**src/rtl/rmt_seq_pkg.sv**
```systemverilog
package rmt_seq_pkg;
  typedef enum logic [1:0] {ST_IDLE, ST_WAIT, ST_SETTLE} seq_st_t;

  function automatic int max2(input int a, input int b);
    return (a > b) ? a : b;
  endfunction
endpackage

```
**src/rtl/rmt_func_mux.sv**
```systemverilog
module rmt_func_mux #(
  parameter int NFN = 4
) (
  input  logic           clk,
  input  logic           rst_n,
  input  logic           remote,
  input  logic           keep_panel,
  input  logic [NFN-1:0] panel_fn,
  input  logic [NFN-1:0] remote_fn_n,
  output logic [NFN-1:0] fn_out,
  output logic           meter_hold
);
  logic           use_rmt;
  logic [NFN-1:0] pick;

  assign use_rmt = remote & ~keep_panel;

  for (genvar i = 0; i < NFN; i++) begin : g_fn
    // ground-true remote line: low means asserted
    assign pick[i] = use_rmt ? ~remote_fn_n[i] : panel_fn[i];
  end

  always_ff @(posedge clk) begin
    if (!rst_n) begin
      fn_out     <= '0;
      meter_hold <= 1'b0;
    end else begin
      fn_out     <= pick;
      meter_hold <= remote;
    end
  end

  p_local_panel_r1: assert property (@(posedge clk) disable iff (!rst_n)
    !remote |=> fn_out == $past(panel_fn));
  p_remote_lines_r2: assert property (@(posedge clk) disable iff (!rst_n)
    (remote && !keep_panel) |=> fn_out == ~$past(remote_fn_n));
  p_jumper_panel_r3: assert property (@(posedge clk) disable iff (!rst_n)
    keep_panel |=> fn_out == $past(panel_fn));
  p_hold_on_r4: assert property (@(posedge clk) disable iff (!rst_n)
    remote |=> meter_hold);
  p_hold_off_r4: assert property (@(posedge clk) disable iff (!rst_n)
    !remote |=> !meter_hold);
endmodule

```
**src/rtl/rmt_dly_ctr.sv**
```systemverilog
module rmt_dly_ctr #(
  parameter int CW = 8
) (
  input  logic          clk,
  input  logic          rst_n,
  input  logic          ld,
  input  logic [CW-1:0] ld_val,
  output logic          zero
);
  logic [CW-1:0] cnt;

  always_ff @(posedge clk) begin
    if (!rst_n)         cnt <= '0;
    else if (ld)        cnt <= ld_val;
    else if (cnt != '0) cnt <= cnt - CW'(1);
  end

  assign zero = (cnt == '0);

  p_load_value_r7: assert property (@(posedge clk) disable iff (!rst_n)
    ld |=> cnt == $past(ld_val));
  p_count_down_r8: assert property (@(posedge clk) disable iff (!rst_n)
    (!ld && cnt != '0) |=> cnt == $past(cnt) - CW'(1));
endmodule

```
**src/rtl/rmt_flag_seq.sv**
```systemverilog
module rmt_flag_seq
  import rmt_seq_pkg::*;
#(
  parameter int CW         = 8,
  parameter int SETTLE_LEN = 40
) (
  input  logic          clk,
  input  logic          rst_n,
  input  logic          remote,
  input  logic          meas_n,
  input  logic [CW-1:0] dly_len,
  input  logic          cnt_zero,
  output logic          ld,
  output logic [CW-1:0] ld_val,
  output logic          trig,
  output logic          flag
);
  seq_st_t state;
  logic    accept;

  // request is honoured only while idle: the set flag blocks new strobes
  assign accept = (state == ST_IDLE) && remote && !meas_n;

  always_comb begin
    ld     = 1'b0;
    ld_val = '0;
    if (accept) begin
      ld     = 1'b1;
      ld_val = dly_len - CW'(1);
    end else if (state == ST_WAIT && cnt_zero) begin
      ld     = 1'b1;
      ld_val = CW'(SETTLE_LEN - 1);
    end
  end

  always_ff @(posedge clk) begin
    if (!rst_n) begin
      state <= ST_IDLE;
      trig  <= 1'b0;
      flag  <= 1'b0;
    end else begin
      trig <= 1'b0;
      unique case (state)
        ST_IDLE: if (accept) begin
          state <= ST_WAIT;
          flag  <= 1'b1;
        end
        ST_WAIT: if (cnt_zero) begin
          state <= ST_SETTLE;
          trig  <= 1'b1;
        end
        ST_SETTLE: if (cnt_zero) begin
          state <= ST_IDLE;
          flag  <= 1'b0;
        end
        default: state <= ST_IDLE;
      endcase
    end
  end

  p_local_ignored_r5: assert property (@(posedge clk) disable iff (!rst_n)
    (state == ST_IDLE && !remote) |=> !flag);
  p_flag_on_accept_r6: assert property (@(posedge clk) disable iff (!rst_n)
    (state == ST_IDLE && remote && !meas_n) |=> flag);
  p_trig_single_r7: assert property (@(posedge clk) disable iff (!rst_n)
    trig |=> !trig);
  p_trig_inside_flag_r7: assert property (@(posedge clk) disable iff (!rst_n)
    trig |-> flag);
  p_flag_latched_r9: assert property (@(posedge clk) disable iff (!rst_n)
    (flag && state != ST_SETTLE) |=> flag);
  p_busy_no_reload_r10: assert property (@(posedge clk) disable iff (!rst_n)
    (state == ST_WAIT && !cnt_zero) |=> state == ST_WAIT);
endmodule

```
**src/rtl/rmt_meas_seq.sv**
```systemverilog
module rmt_meas_seq
  import rmt_seq_pkg::*;
#(
  parameter int NFN        = 4,
  parameter int DLY0       = 3,
  parameter int DLY1       = 6,
  parameter int DLY2       = 10,
  parameter int DLY3       = 20,
  parameter int SETTLE_CYC = 40
) (
  input  logic           clk,
  input  logic           rst_n,
  input  logic           lr_sel_n,
  input  logic           meas_n,
  input  logic           keep_panel,
  input  logic [1:0]     dly_sel,
  input  logic [NFN-1:0] panel_fn,
  input  logic [NFN-1:0] remote_fn_n,
  output logic [NFN-1:0] fn_out,
  output logic           meter_hold,
  output logic           trig,
  output logic           flag_p_n,
  output logic           flag_m
);
  localparam int MAXC = max2(max2(max2(DLY0, DLY1), max2(DLY2, DLY3)), SETTLE_CYC);
  localparam int CW   = $clog2(MAXC + 1);

  logic          remote;
  logic [CW-1:0] dly_len;
  logic          ld, cnt_zero, flag;
  logic [CW-1:0] ld_val;

  assign remote = ~lr_sel_n;

  always_comb begin
    unique case (dly_sel)
      2'd0:    dly_len = CW'(DLY0);
      2'd1:    dly_len = CW'(DLY1);
      2'd2:    dly_len = CW'(DLY2);
      default: dly_len = CW'(DLY3);
    endcase
  end

  rmt_func_mux #(.NFN(NFN)) u_mux (
    .clk(clk), .rst_n(rst_n), .remote(remote), .keep_panel(keep_panel),
    .panel_fn(panel_fn), .remote_fn_n(remote_fn_n),
    .fn_out(fn_out), .meter_hold(meter_hold)
  );

  rmt_dly_ctr #(.CW(CW)) u_ctr (
    .clk(clk), .rst_n(rst_n), .ld(ld), .ld_val(ld_val), .zero(cnt_zero)
  );

  rmt_flag_seq #(.CW(CW), .SETTLE_LEN(SETTLE_CYC)) u_seq (
    .clk(clk), .rst_n(rst_n), .remote(remote), .meas_n(meas_n),
    .dly_len(dly_len), .cnt_zero(cnt_zero), .ld(ld), .ld_val(ld_val),
    .trig(trig), .flag(flag)
  );

  assign flag_p_n = ~flag;
  assign flag_m   = flag;

  p_reset_quiet_r11: assert property (@(posedge clk)
    !rst_n |=> (!trig && !flag && !meter_hold && fn_out == '0));
endmodule

```
**config.mk**
```make
export PLATFORM = sky130hd
export DESIGN_NAME = rmt_meas_seq
export DESIGN_NICKNAME = d
export VERILOG_FILES = /design/src/rtl/rmt_seq_pkg.sv /design/src/rtl/rmt_func_mux.sv /design/src/rtl/rmt_dly_ctr.sv /design/src/rtl/rmt_flag_seq.sv /design/src/rtl/rmt_meas_seq.sv
export SDC_FILE = /design/constraint.sdc
export NUM_CORES = 1
export LEC_CHECK = 0
export ABC_CLOCK_PERIOD_IN_PS = 1470
export BUFFER_PORTS_ARGS = -buffer_cell sky130_fd_sc_hd__buf_2
export CORE_ASPECT_RATIO = 1.25
export CORE_MARGIN = 3
export CORE_UTILIZATION = 40
export DETAILED_ROUTE_END_ITERATION = 10
export PLACE_DENSITY = 0.67
export REMOVE_ABC_BUFFERS = 1
export SLEW_MARGIN = 20
export SYNTH_ARGS = -nofsm -noshare
export SYNTH_HDL_FRONTEND = slang
export SYNTH_SLANG_ARGS = --single-unit
```
**constraint.sdc**
```tcl
create_clock -name clk -period 1.47 [get_ports clk]
set_clock_uncertainty 0.2 [all_clocks]
set_input_delay 0.147 -clock clk [delete_from_list [all_inputs] [get_ports clk]]
set_output_delay 0.147 -clock clk [all_outputs]
set_load 0.01 [all_outputs]
```
# Word-level counts from Yosys, hierarchy flattened
# Index checks and enable logic that the tools add are counted.
# classes
add_sub_neg	2
n_eq_ne	7
mux	19
bitwise	8
reduce_logical	13
# ops
cell	n
$mux W6	4
$pmux W5 S3	1
$mux W1	9
$not A1 Y1	7
$logic_not A6 Y1	1
$mux W2	3
$ne A2 B1 Y1 const B	3
$pmux W2 S3	1
$reduce_and A3 Y1	2
$reduce_bool A6 Y1	1
$sub A5 B1 Y6 const B	1
$sub A6 B1 Y6 const B	1
$eq A2 B1 Y1 const B	2
$eq A2 B2 Y1 const B	2
$logic_not A2 Y1	2
$reduce_bool A2 Y1	2
$logic_and A1 B1 Y1	3
$pmux W1 S2	1
$reduce_and A2 Y1	1
$and A1 B1 Y1	1
$logic_not A1 Y1	1
# totals
register_bits	15
input_bits	15
output_inout_bits	8
wordCells	55

# Logic depth before layout (Yosys ltp)
# Gate-level depths: netlist (run 1).
# logic_depth
ltp_word	5
depth_mapped	5
ltp_nobuf	5

# By module
# Synthesis (run 1) repeated with hierarchy kept, for this count alone.
# unflattened
hier_cells	102
hier_area_um2	875.8
# modules_own_cells
module	n_inst	cells_per_inst	area_each_um2	seq_area_each_um2
rmt_dly_ctr	1	43	356.6	120.1
rmt_flag_seq	1	36	285.3	80.1
rmt_func_mux	1	15	198.9	100.1
rmt_meas_seq	1	8	35.0	0.0

# Least setup slack after synthesis (run 1)
# Ideal clock, no wire load.
# synth_timing
kind	flip-flop to flip-flop
startpoint	reg u_ctr.cnt[0]
endpoint	reg u_ctr.cnt[5]
setup_time_ns	0.070
arrival_time_ns	1.336
t_required_ns	1.200
slack_ns	-0.136
stages_incl_launch_ff	6
n_path_buf	0
period_less_slack_ns	1.606
cell_sequence	dfxtp_1 -> inv_1 -> ha_1 -> or3_1 -> a211o_1 -> a21oi_1
# synth_via
elab_chain_len	5
word_cells_on_any_way	11
# synth_lines
item	line	rtl
from (decl)	rmt_dly_ctr.sv:10	logic [CW-1:0] cnt;
from (signal assigned)	rmt_dly_ctr.sv:14	else if (ld) cnt <= ld_val;
from (signal assigned)	rmt_dly_ctr.sv:15	else if (cnt != '0) cnt <= cnt - CW'(1);
branches (longest 5 deep; another with $sub A6 B1 Y6)	--	
# Several ways; the timed one is not identified. The select of a mux whose other input is x is not followed.
# A chain may end at the register's enable or synchronous reset.

# Worst setup path after layout (run 1)
# layout_timing
startpoint	reg u_seq.state[1]
endpoint	reg u_ctr.cnt[1]
# layout_via
elab_chain_len	5
word_cells_on_any_way	11
# layout_lines
item	line	rtl
from (decl)	rmt_flag_seq.sv:18	seq_st_t state;
from (signal assigned)	rmt_flag_seq.sv:38	state <= ST_IDLE;
from (signal assigned)	rmt_flag_seq.sv:45	state <= ST_WAIT;
from (signal assigned)	rmt_flag_seq.sv:49	state <= ST_SETTLE;
$eq A2 B1 Y1 / $logic_not A2 Y1 (equally long branches)	rmt_flag_seq.sv:30, rmt_flag_seq.sv:22	
$logic_and A1 B1 Y1, on equally long branches	rmt_flag_seq.sv:30, rmt_flag_seq.sv:22	
$mux W6 (tied with other cells)	rmt_flag_seq.sv:30	end else if (state == ST_WAIT && cnt_zero) begin
$mux W6 / $mux W1 (equally long branches)	rmt_flag_seq.sv:27	if (accept) begin
$mux W6 / $reduce_bool A2 Y1 (equally long branches)	--	
# Several ways; a longest one is shown, not always the timed one.

==> results.sh, run 1 <==
export IMPL_status="finished with violations"
export IMPL_violations="hold timing, setup timing"
export IMPL_antenna_cells=0
export IMPL_start_kind="flop"
export IMPL_numCtsBuffers=3
export IMPL_period_minus_slack_ps=1510
export IMPL_cp_slowest_cell="or4_4"
export IMPL_io_buffers=22
export IMPL_setup_viol=2
export IMPL_hold_violations=1
export IMPL_synth_top_cell_by_area="dfxtp_1"
export IMPL_cp_top_family="simple AND/OR/NAND/NOR gates"
export IMPL_synth_edf_count=0
export IMPL_syn_to_final_growth_pct=48.7
export IMPL_gp_congestion=0.783
export IMPL_core_um2=1830
export IMPL_worst_pin_slew_ps=368
export IMPL_maxCapViolCount=0
export IMPL_die_w_um=45.9
export IMPL_clk_pin_slew_ps=90
export IMPL_final_cell_mix="22 x buf_2, 14 x buf_4, 12 x dfxtp_1"
export IMPL_grt_start_max_net_pins=13
export IMPL_rr_worst_depth=3
export IMPL_clkPwrFrac_pct=11.6
export IMPL_antenna_found_initial=0
export IMPL_crit_path_end_kind="flop"
export IMPL_netlist_area_um2=796
export IMPL_cp_data_arrival_time_ps=1530
export IMPL_crit_type="reg -> reg"
export IMPL_crit_buf_inv=0
export IMPL_ys_types=33
export IMPL_crit_chain="or4_4 -> or3_1 -> o211ai_2"
export IMPL_wl_per_cell_um=14.2
export IMPL_grt_overflow_total=0
export IMPL_final_net_count=158
export IMPL_dr_pass1_iters=3
export IMPL_max_stage_delay_ps=520
export IMPL_hold_slack_ps=-2.41
export IMPL_drive_gt1_share_pct=40.4
export IMPL_ff2ff_setup_slack_ps=-40
export IMPL_p_leak_uw=0.000541
export IMPL_internal_power_uw=1260
export IMPL_sequentialPowerShare_pct=28.2
export IMPL_cp_startpoint="u_seq.state[1]"
export IMPL_io_pin_count=23
export IMPL_grtUsageTotal_pct=19.5
export IMPL_whs_endpoint="u_seq.state[0]"
export IMPL_async_flop_share_pct=0
export IMPL_timing_rr_start="u_seq.state[1]"
export IMPL_clk_path_buf_depth=2
export IMPL_fp_row_count=17
export IMPL_synth_top_area_share_pct=37.7
export IMPL_viasPerCell=5.40
export IMPL_relSlewSlack_pct=75.4
export IMPL_clk_latency_ps=290
export IMPL_synth_area_top_cells="dfxtp_1 38%, ha_1 9.4%, nor3_1 5.0%"
export IMPL_cts_setup_buffers=0
export IMPL_chipHeight_um=55.9
export IMPL_synth_warnings=0
export IMPL_mostFrequentLayoutCell="buf_2"
export IMPL_drt_iter0_markers=17
export IMPL_grt_pass1_wl_um=3770
export IMPL_synth_main_ff_cell="dfxtp_1"
export IMPL_fin_cells=155
export IMPL_multi_input_area_um2=492
export IMPL_slew_violations=0
export IMPL_dp_hpwl_um=1470
export IMPL_cp_max_fo=5
export IMPL_p_per_area_nw_per_um2=1740
export IMPL_dp_cells=141
export IMPL_htreeDepth=1
export IMPL_r2r_end="u_ctr.cnt[1]"
export IMPL_ant_nets=0
export IMPL_clkSinkCount=15
export IMPL_hold_path_depth=3
export IMPL_power_share_combinational_pct=60.2
export IMPL_period_share_pct=103
export IMPL_peakVddDrop_mv=0.860
export IMPL_fmax_mhz=661
export IMPL_cts_root_buffer="clkbuf_4"
export IMPL_design_die_area_um2=2560
export IMPL_initial_core_util_pct=43.5
export IMPL_syn_inst=89
export IMPL_regArea_um2=304
export IMPL_vias=837
export IMPL_required_ps=1490
export IMPL_drc_errors=0
export IMPL_cts_tree="yes"
export IMPL_setup_ws_ps=-43.6
export IMPL_avgSynthCellArea_um2=8.94
export IMPL_synth_seq_area_share_pct=37.7
export IMPL_post_place_ws_ps=-127
export IMPL_p_sw_share_pct=38.8
export IMPL_rsz0062_at_grt="yes"
export IMPL_fillers=148
export IMPL_ys_ff_latch=15
export IMPL_hold_class="in -> reg"
export IMPL_wl_um=2200
export IMPL_p_switching_uw=802
export IMPL_hp_start="lr_sel_n"
export IMPL_grt_pass1_vias=874
power by group through the flow:
stage	sequential, uW	clock (uW)	combinational [uW]
2_1_floorplan	606	0	558
3_3_place_gp	566	0	1030
3_5_place_dp	570	0	1050
4_1_cts	572	239	1160
5_1_grt	596	251	1370
6_report	583	239	1240
per-stage QoR:
step	utilization (%)	area [um^2]	setup TNS, ps	power, uW
2_1_floorplan	-	773	-262	1160
3_3_place_gp	55.3	1010	-315	1590
3_5_place_dp	55.3	1010	-597	1620
4_1_cts	63.5	1160	-143	1980
5_1_grt	64.7	1180	-336	2220
6_report	64.7	1180	-74.9	2060
worst register-to-register path, delay by kind of cell, from the launching register on:
family / cells / cell delay, ps
AOI/OAI and AO/OA: 1 / 60
and+or+nand+nor: 2 / 860
DFF: 1 / 330
layout make-up:
| type | count | area share, % |
|---|---|---|
| timing repair buffer | 46 | 26.6 |
| inverter | 6 | 1.90 |
| clock buffer | 4 | 2.22 |
| tap | 19 | 2.01 |
| multi-input combinational | 65 | 41.5 |
| sequential | 15 | 25.7 |
worst max-delay path by stage:
| stage | slack (ps) | cells past startpoint | end |
|---|---|---|---|
| floorplan | -140 | 5 | u_ctr.cnt[5] |
| global placement | -90 | 5 | u_ctr.cnt[5] |
| detailed placement | -130 | 5 | u_ctr.cnt[5] |
| CTS | -80 | 3 | u_ctr.cnt[1] |
| global route | -80 | 5 | u_ctr.cnt[2] |
| finish | -40 | 3 | u_ctr.cnt[1] |
Yosys cell counts (all sizes together), types with 2 or more instances:
cell / count
nand3: 4
a21oi: 7
ha: 6
nor3: 8
xnor2: 2
inv: 6
o21ai: 3
nor2: 6
a211oi: 2
buf: 2
and2b: 2
nand2: 2
or3: 3
or2: 2
o31ai: 4
dfxtp: 15
logic make-up after synthesis:
| logic type | synth area share [%] |
|---|---|
| DFF | 37.7 |
| and+or+nand+nor | 25.8 |
| buffers and inverters | 5.66 |
| xor gates and xnor gates | 2.20 |
| AOI/OAI and AO/OA | 19.2 |
| adders and majority gates | 9.43 |
per-layer routing:
layer	up-vias	GRT usage (%)	share of wire [%]
met3	4	2.27	3.4
met2	22	36.2	57
met1	394	21.4	39
met5	-	0	0
met4	0	5.69	1.0
li1	417	-	-
state kept, by name (all words and copies together), names as in the netlist:
name,cells
u_seq.trig,1
u_mux.fn_out,4
u_seq.state,2
u_mux.meter_hold,1
u_seq.flag,1
u_ctr.cnt,6
timing repair:
item | in CTS | in global routing
setup endpoints to repair | 10 | 10
pin swaps | 4 | 6
hold buffers | 10 | 0
cloned | 0 | 0
resized for setup | 10 | 5
endpoints found under the hold margin | 9 | 0
(Power assumes the default switching activity.)
==> inputs of run 2 (changes only) <==
- ABC_AREA: not set -> 1
==> results.sh, run 2 <==
export IMPL_required_ps=1450
export IMPL_fin_cells=162
export IMPL_p_per_area_nw_per_um2=1580
export IMPL_cp_max_fo=4
export IMPL_cp_data_arrival_time_ps=1410
export IMPL_synth_warnings=0
export IMPL_synth_top_area_share_pct=37.2
export IMPL_grt_start_max_net_pins=10
export IMPL_mostFrequentLayoutCell="buf_2"
export IMPL_synth_top_cell_by_area="dfxtp_1"
export IMPL_worst_pin_slew_ps=308
export IMPL_gp_congestion=0.763
export IMPL_initial_core_util_pct=44.1
export IMPL_largestRegisters="u_ctr.cnt (6), u_mux.fn_out (4), u_seq.state (2)"
export IMPL_synth_area_top_cells="dfxtp_1 37%, ha_1 9.3%, nand2_1 9.3%"
export IMPL_io_buffers=22
export IMPL_p_sw_share_pct=41.7
export IMPL_fp_row_count=17
export IMPL_design_die_area_um2=2600
export IMPL_ys_types=19
export IMPL_vias=776
export IMPL_hold_slack_ps=-68.4
export IMPL_peakVddDrop_mv=0.682
export IMPL_maxCapViolCount=0
export IMPL_async_flop_share_pct=0
export IMPL_core_um2=1830
export IMPL_fmax_mhz=700
export IMPL_clkPwrFrac_pct=13.6
export IMPL_drt_iter0_markers=6
export IMPL_cts_root_buffer="clkbuf_4"
export IMPL_yosysMostFrequentCell="nand2_1"
export IMPL_numCtsBuffers=3
export IMPL_cts_tree="yes"
export IMPL_clkSinkCount=15
export IMPL_hold_class="in -> reg"
export IMPL_clk_pin_slew_ps=90
export IMPL_chipHeight_um=56.2
export IMPL_wl_um=1910
export IMPL_ys_ff_latch=15
export IMPL_netlist_area_um2=807
export IMPL_sequentialPowerShare_pct=32.8
export IMPL_period_share_pct=97.2
export IMPL_synth_seq_area_share_pct=37.2
export IMPL_power_share_combinational_pct=53.6
export IMPL_final_net_count=165
export IMPL_grt_pass1_vias=792
export IMPL_synth_edf_count=0
export IMPL_crit_path_end_kind="flop"
export IMPL_clk_path_buf_depth=2
export IMPL_status="finished with violations"
export IMPL_synth_main_ff_cell="dfxtp_1"
export IMPL_drc_errors=0
export IMPL_violations="hold timing"
export IMPL_largest_register_ffs=6
export IMPL_syn_to_final_growth_pct=37.4
export IMPL_die_w_um=46.2
export IMPL_p_leak_uw=0.000548
export IMPL_hold_violations=2
export IMPL_period_minus_slack_ps=1430
export IMPL_ff2ff_setup_slack_ps=40
export IMPL_antenna_found_initial=0
export IMPL_htreeDepth=1
export IMPL_relSlewSlack_pct=79.4
export IMPL_internal_power_uw=1020
export IMPL_viasPerCell=4.79
export IMPL_dp_hpwl_um=1300
export IMPL_drive_gt1_share_pct=36.4
export IMPL_grtUsageTotal_pct=16.4
export IMPL_slew_violations=0
export IMPL_final_cell_mix="22 x buf_2, 20 x nand2_1, 14 x dfxtp_1"
export IMPL_max_flop_register="u_ctr.cnt"
export IMPL_dr_pass1_iters=4
export IMPL_antenna_cells=0
export IMPL_dp_cells=150
export IMPL_avgSynthCellArea_um2=7.61
export IMPL_finalInstanceArea_um2=1110
export IMPL_ant_nets=0
export IMPL_rsz0062_at_grt="yes"
export IMPL_grt_overflow_total=0
export IMPL_crit_type="reg -> reg"
export IMPL_clk_latency_ps=290
export IMPL_synth_common_cells="20 x nand2_1, 15 x dfxtp_1, 12 x inv_1"
export IMPL_dpl_cell_area_um2=963
export IMPL_setup_viol=0
export IMPL_start_kind="flop"
export IMPL_wl_per_cell_um=11.8
export IMPL_syn_inst=106
export IMPL_grt_pass1_wl_um=3190
export IMPL_io_pin_count=23
export IMPL_p_switching_uw=732
[run 2: changes by cell type after synthesis, sizes merged, moves of 3 or more]
cell   before  now
a21oi       7   11
inv         6   16
nand2       2   23
nand4       0    3
nor2        6   18
nor3        8    0
o31ai       4    0
or3         3    0
[run 2: layer usage]
layer	up-vias	track usage, %	wire length [um]
met5	-	0	0
met4	0	8.13	42
met3	5	2.59	102
met2	27	28.9	1020
met1	336	17.5	752
li1	408	-	-
[run 2: layout make-up]
class / count / area (um^2)
multi-input cells: 75 / 470
repair buffers: 33 / 226
inverters: 16 / 60.1
clock buffers: 4 / 26.3
well taps: 19 / 23.8
fillers: 157 / 721
flip-flops and latches: 15 / 302
[run 2: cell families after synthesis]
| group | share of synthesized area [%] |
|---|---|
| AO/OA/AOI/OAI | 10.9 |
| flip-flops | 37.2 |
| buffers and inverters | 7.44 |
| XOR/XNOR | 2.17 |
| adder cells (fa/ha/maj) | 9.30 |
| AND/OR/NAND/NOR | 33.0 |
[run 2: per-stage QoR]
stage	hold WS, ps	worst slack, ps	utilization (%)	total power [uW]	setup TNS [ps]
floorplan	19.4	59.8	-	1170	0
global placement	119	54.3	52.7	1370	0
detailed placement	124	-1.15	52.7	1380	-1.15
CTS	7.16	21.0	60.8	1720	0
global route	20.6	-43.5	60.6	1910	-78.1
finish	-68.4	41.5	60.6	1750	0
[run 2: critical path, cell delays in order, from the launching register on]
cell	delay (ps)
dfxtp_1	360
nor2_4	180
nand2_2	90
nor2_4	130
nand3_2	90
nand2_2	110
inv_2	50
nand2_1	50
nand2_1	50
[run 2: final timing paths]
check                    endpoint  depth (start not counted)          from
setup / recovery     u_ctr.cnt[1]                          8  u_ctr.cnt[2]
hold / removal    u_mux.fn_out[0]                          3   panel_fn[0]
setup reg to reg     u_ctr.cnt[1]                          8  u_ctr.cnt[2]
hold reg to reg        u_seq.flag                          2    u_seq.flag
[run 2: power by group through the flow]
stage / Combinational (uW) / Clock [uW] / Sequential (uW)
floorplan: 592 / 0 / 574
global placement: 793 / 0 / 574
detailed placement: 806 / 0 / 579
CTS: 909 / 244 / 569
global route: 1050 / 264 / 587
finish: 941 / 238 / 575
[run 2: repair_timing]
action / 4_1_cts / 5_1_grt
endpoints found under the hold margin: 5 / 0
gates resized for setup: 2 / 7
endpoints found under the setup margin: 1 / 11
pin swaps: 1 / 2
hold buffers: 9 / 0
buffers inserted: 1 / 0
==> inputs of run 3 (changes only) <==
- ABC_CLOCK_PERIOD_IN_PS: 1470 -> 1650
- PLACE_DENSITY: 0.67 -> not set
- clock period: 1.47 -> 1.65 ns (I/O delays scaled with it)
==> results.sh, run 3 (same netlist as run 2, synthesis figures left out) <==
export IMPL_status="completed"
export IMPL_max_flop_register="u_ctr.cnt"
export IMPL_p_per_area_nw_per_um2=1330
export IMPL_clk_latency_ps=280
export IMPL_dp_hpwl_um=1270
export IMPL_drt_iter0_markers=10
export IMPL_clk_path_buf_depth=2
export IMPL_grt_overflow_total=0
export IMPL_antenna_cells=0
export IMPL_mostFrequentLayoutCell="buf_2"
export IMPL_drive_gt1_share_pct=31.2
export IMPL_ant_nets=0
export IMPL_wl_um=1700
export IMPL_crit_path_end_kind="flop"
export IMPL_final_net_count=163
export IMPL_drc_errors=0
export IMPL_chipHeight_um=56.2
export IMPL_grt_pass1_vias=776
export IMPL_syn_to_final_growth_pct=31.3
export IMPL_fp_row_count=17
export IMPL_slew_violations=0
export IMPL_relSlewSlack_pct=73.7
export IMPL_period_minus_slack_ps=1500
export IMPL_crit_type="reg -> reg"
export IMPL_fin_tns_setup_ps=0
export IMPL_vias=779
export IMPL_final_cell_mix="22 x buf_2, 20 x nand2_1, 15 x dfxtp_1"
export IMPL_fmax_mhz=666
export IMPL_cp_max_fo=4
export IMPL_htreeDepth=1
export IMPL_cts_root_buffer="clkbuf_4"
export IMPL_die_w_um=46.2
export IMPL_start_kind="flop"
export IMPL_grtUsageTotal_pct=15.5
export IMPL_maxCapViolCount=0
export IMPL_gp_congestion=0.746
export IMPL_cts_setup_buffers=0
export IMPL_dr_pass1_iters=4
export IMPL_viasPerCell=4.87
export IMPL_period_share_pct=91.0
export IMPL_worst_pin_slew_ps=393
export IMPL_io_buffers=22
export IMPL_rsz0062_at_grt="no"
export IMPL_grt_pass1_wl_um=3130
export IMPL_wl_per_cell_um=10.6
export IMPL_io_pin_count=23
export IMPL_clkSinkCount=15
export IMPL_hold_class="in -> reg"
export IMPL_initial_core_util_pct=44.1
export IMPL_antenna_found_initial=0
export IMPL_setup_viol=0
export IMPL_p_leak_uw=0.000532
export IMPL_numCtsBuffers=3
export IMPL_total_power_uw=1410
export IMPL_core_um2=1830
export IMPL_peakVddDrop_mv=0.705
export IMPL_design_die_area_um2=2600
export IMPL_cts_tree="yes"
export IMPL_required_ps=1630
export IMPL_clk_pin_slew_ps=90
export IMPL_grt_start_max_net_pins=10
export IMPL_largestRegisters="u_ctr.cnt (6), u_mux.fn_out (4), u_seq.state (2)"
export IMPL_largest_register_ffs=6
export IMPL_cp_data_arrival_time_ps=1480
export IMPL_hold_violations=0
run 3: layout make-up:
type	count	area, um^2
Clock buffer	4	26.3
Fill cell	166	769
Inverter	16	60.1
Multi-Input combinational cell	75	449
Sequential cell	15	300
Tap cell	19	23.8
Timing Repair Buffer	31	200
run 3: critical path, stage by stage (launching register included):
cell and delay, ps:
dfxtp_1 340, inv_1 80, ha_2 210, nand2_2 70, nor2_4 140, nand3_2 90, nand2_2 110, inv_2 50
nand2_1 50, nand2_1 50
run 3: final timing paths:
path	startpoint	to	slack, ps	cells after the start
hold / removal	rst_n	u_ctr.cnt[1]	20	3
setup / recovery	u_ctr.cnt[1]	u_ctr.cnt[1]	150	9
setup reg to reg	u_ctr.cnt[1]	u_ctr.cnt[1]	150	9
hold reg to reg	u_seq.flag	u_seq.flag	290	2
run 3: power breakdown:
group	total, uW	internal, uW	switching (uW)
sequential	510	439	71.0
clock	207	93.8	113
combinational	691	285	405
total	1410	818	590
run 3: layer usage:
metal | wire, um | vias to the layer above | share of wire, % | GRT usage [%]
met2 | 901 | 18 | 53 | 26.0
met4 | 28 | 0 | 1.6 | 6.10
met5 | 0 | - | 0 | 0
met3 | 60 | 4 | 3.5 | 1.94
met1 | 707 | 351 | 42 | 19.0
li1 | - | 406 | - | -
run 3: per-stage QoR:
step	worst slack, ps	hold WS (ps)	utilization, %	std cells	area (um^2)
detailed placement	87.6	140	51.4	147	941
floorplan	240	37.4	-	106	807
global route	43.8	44.0	57.9	160	1060
global placement	113	137	51.4	147	941
finish	149	18.6	57.9	160	1060
CTS	81.7	21.0	57.8	160	1060
run 3: what timing repair did:
| action | 4_1_cts | 5_1_grt |
|---|---|---|
| gates resized for setup | 0 | 2 |
| setup endpoints to repair | 0 | 2 |
| hold buffers | 9 | 0 |
| endpoints found under the hold margin | 5 | 0 |
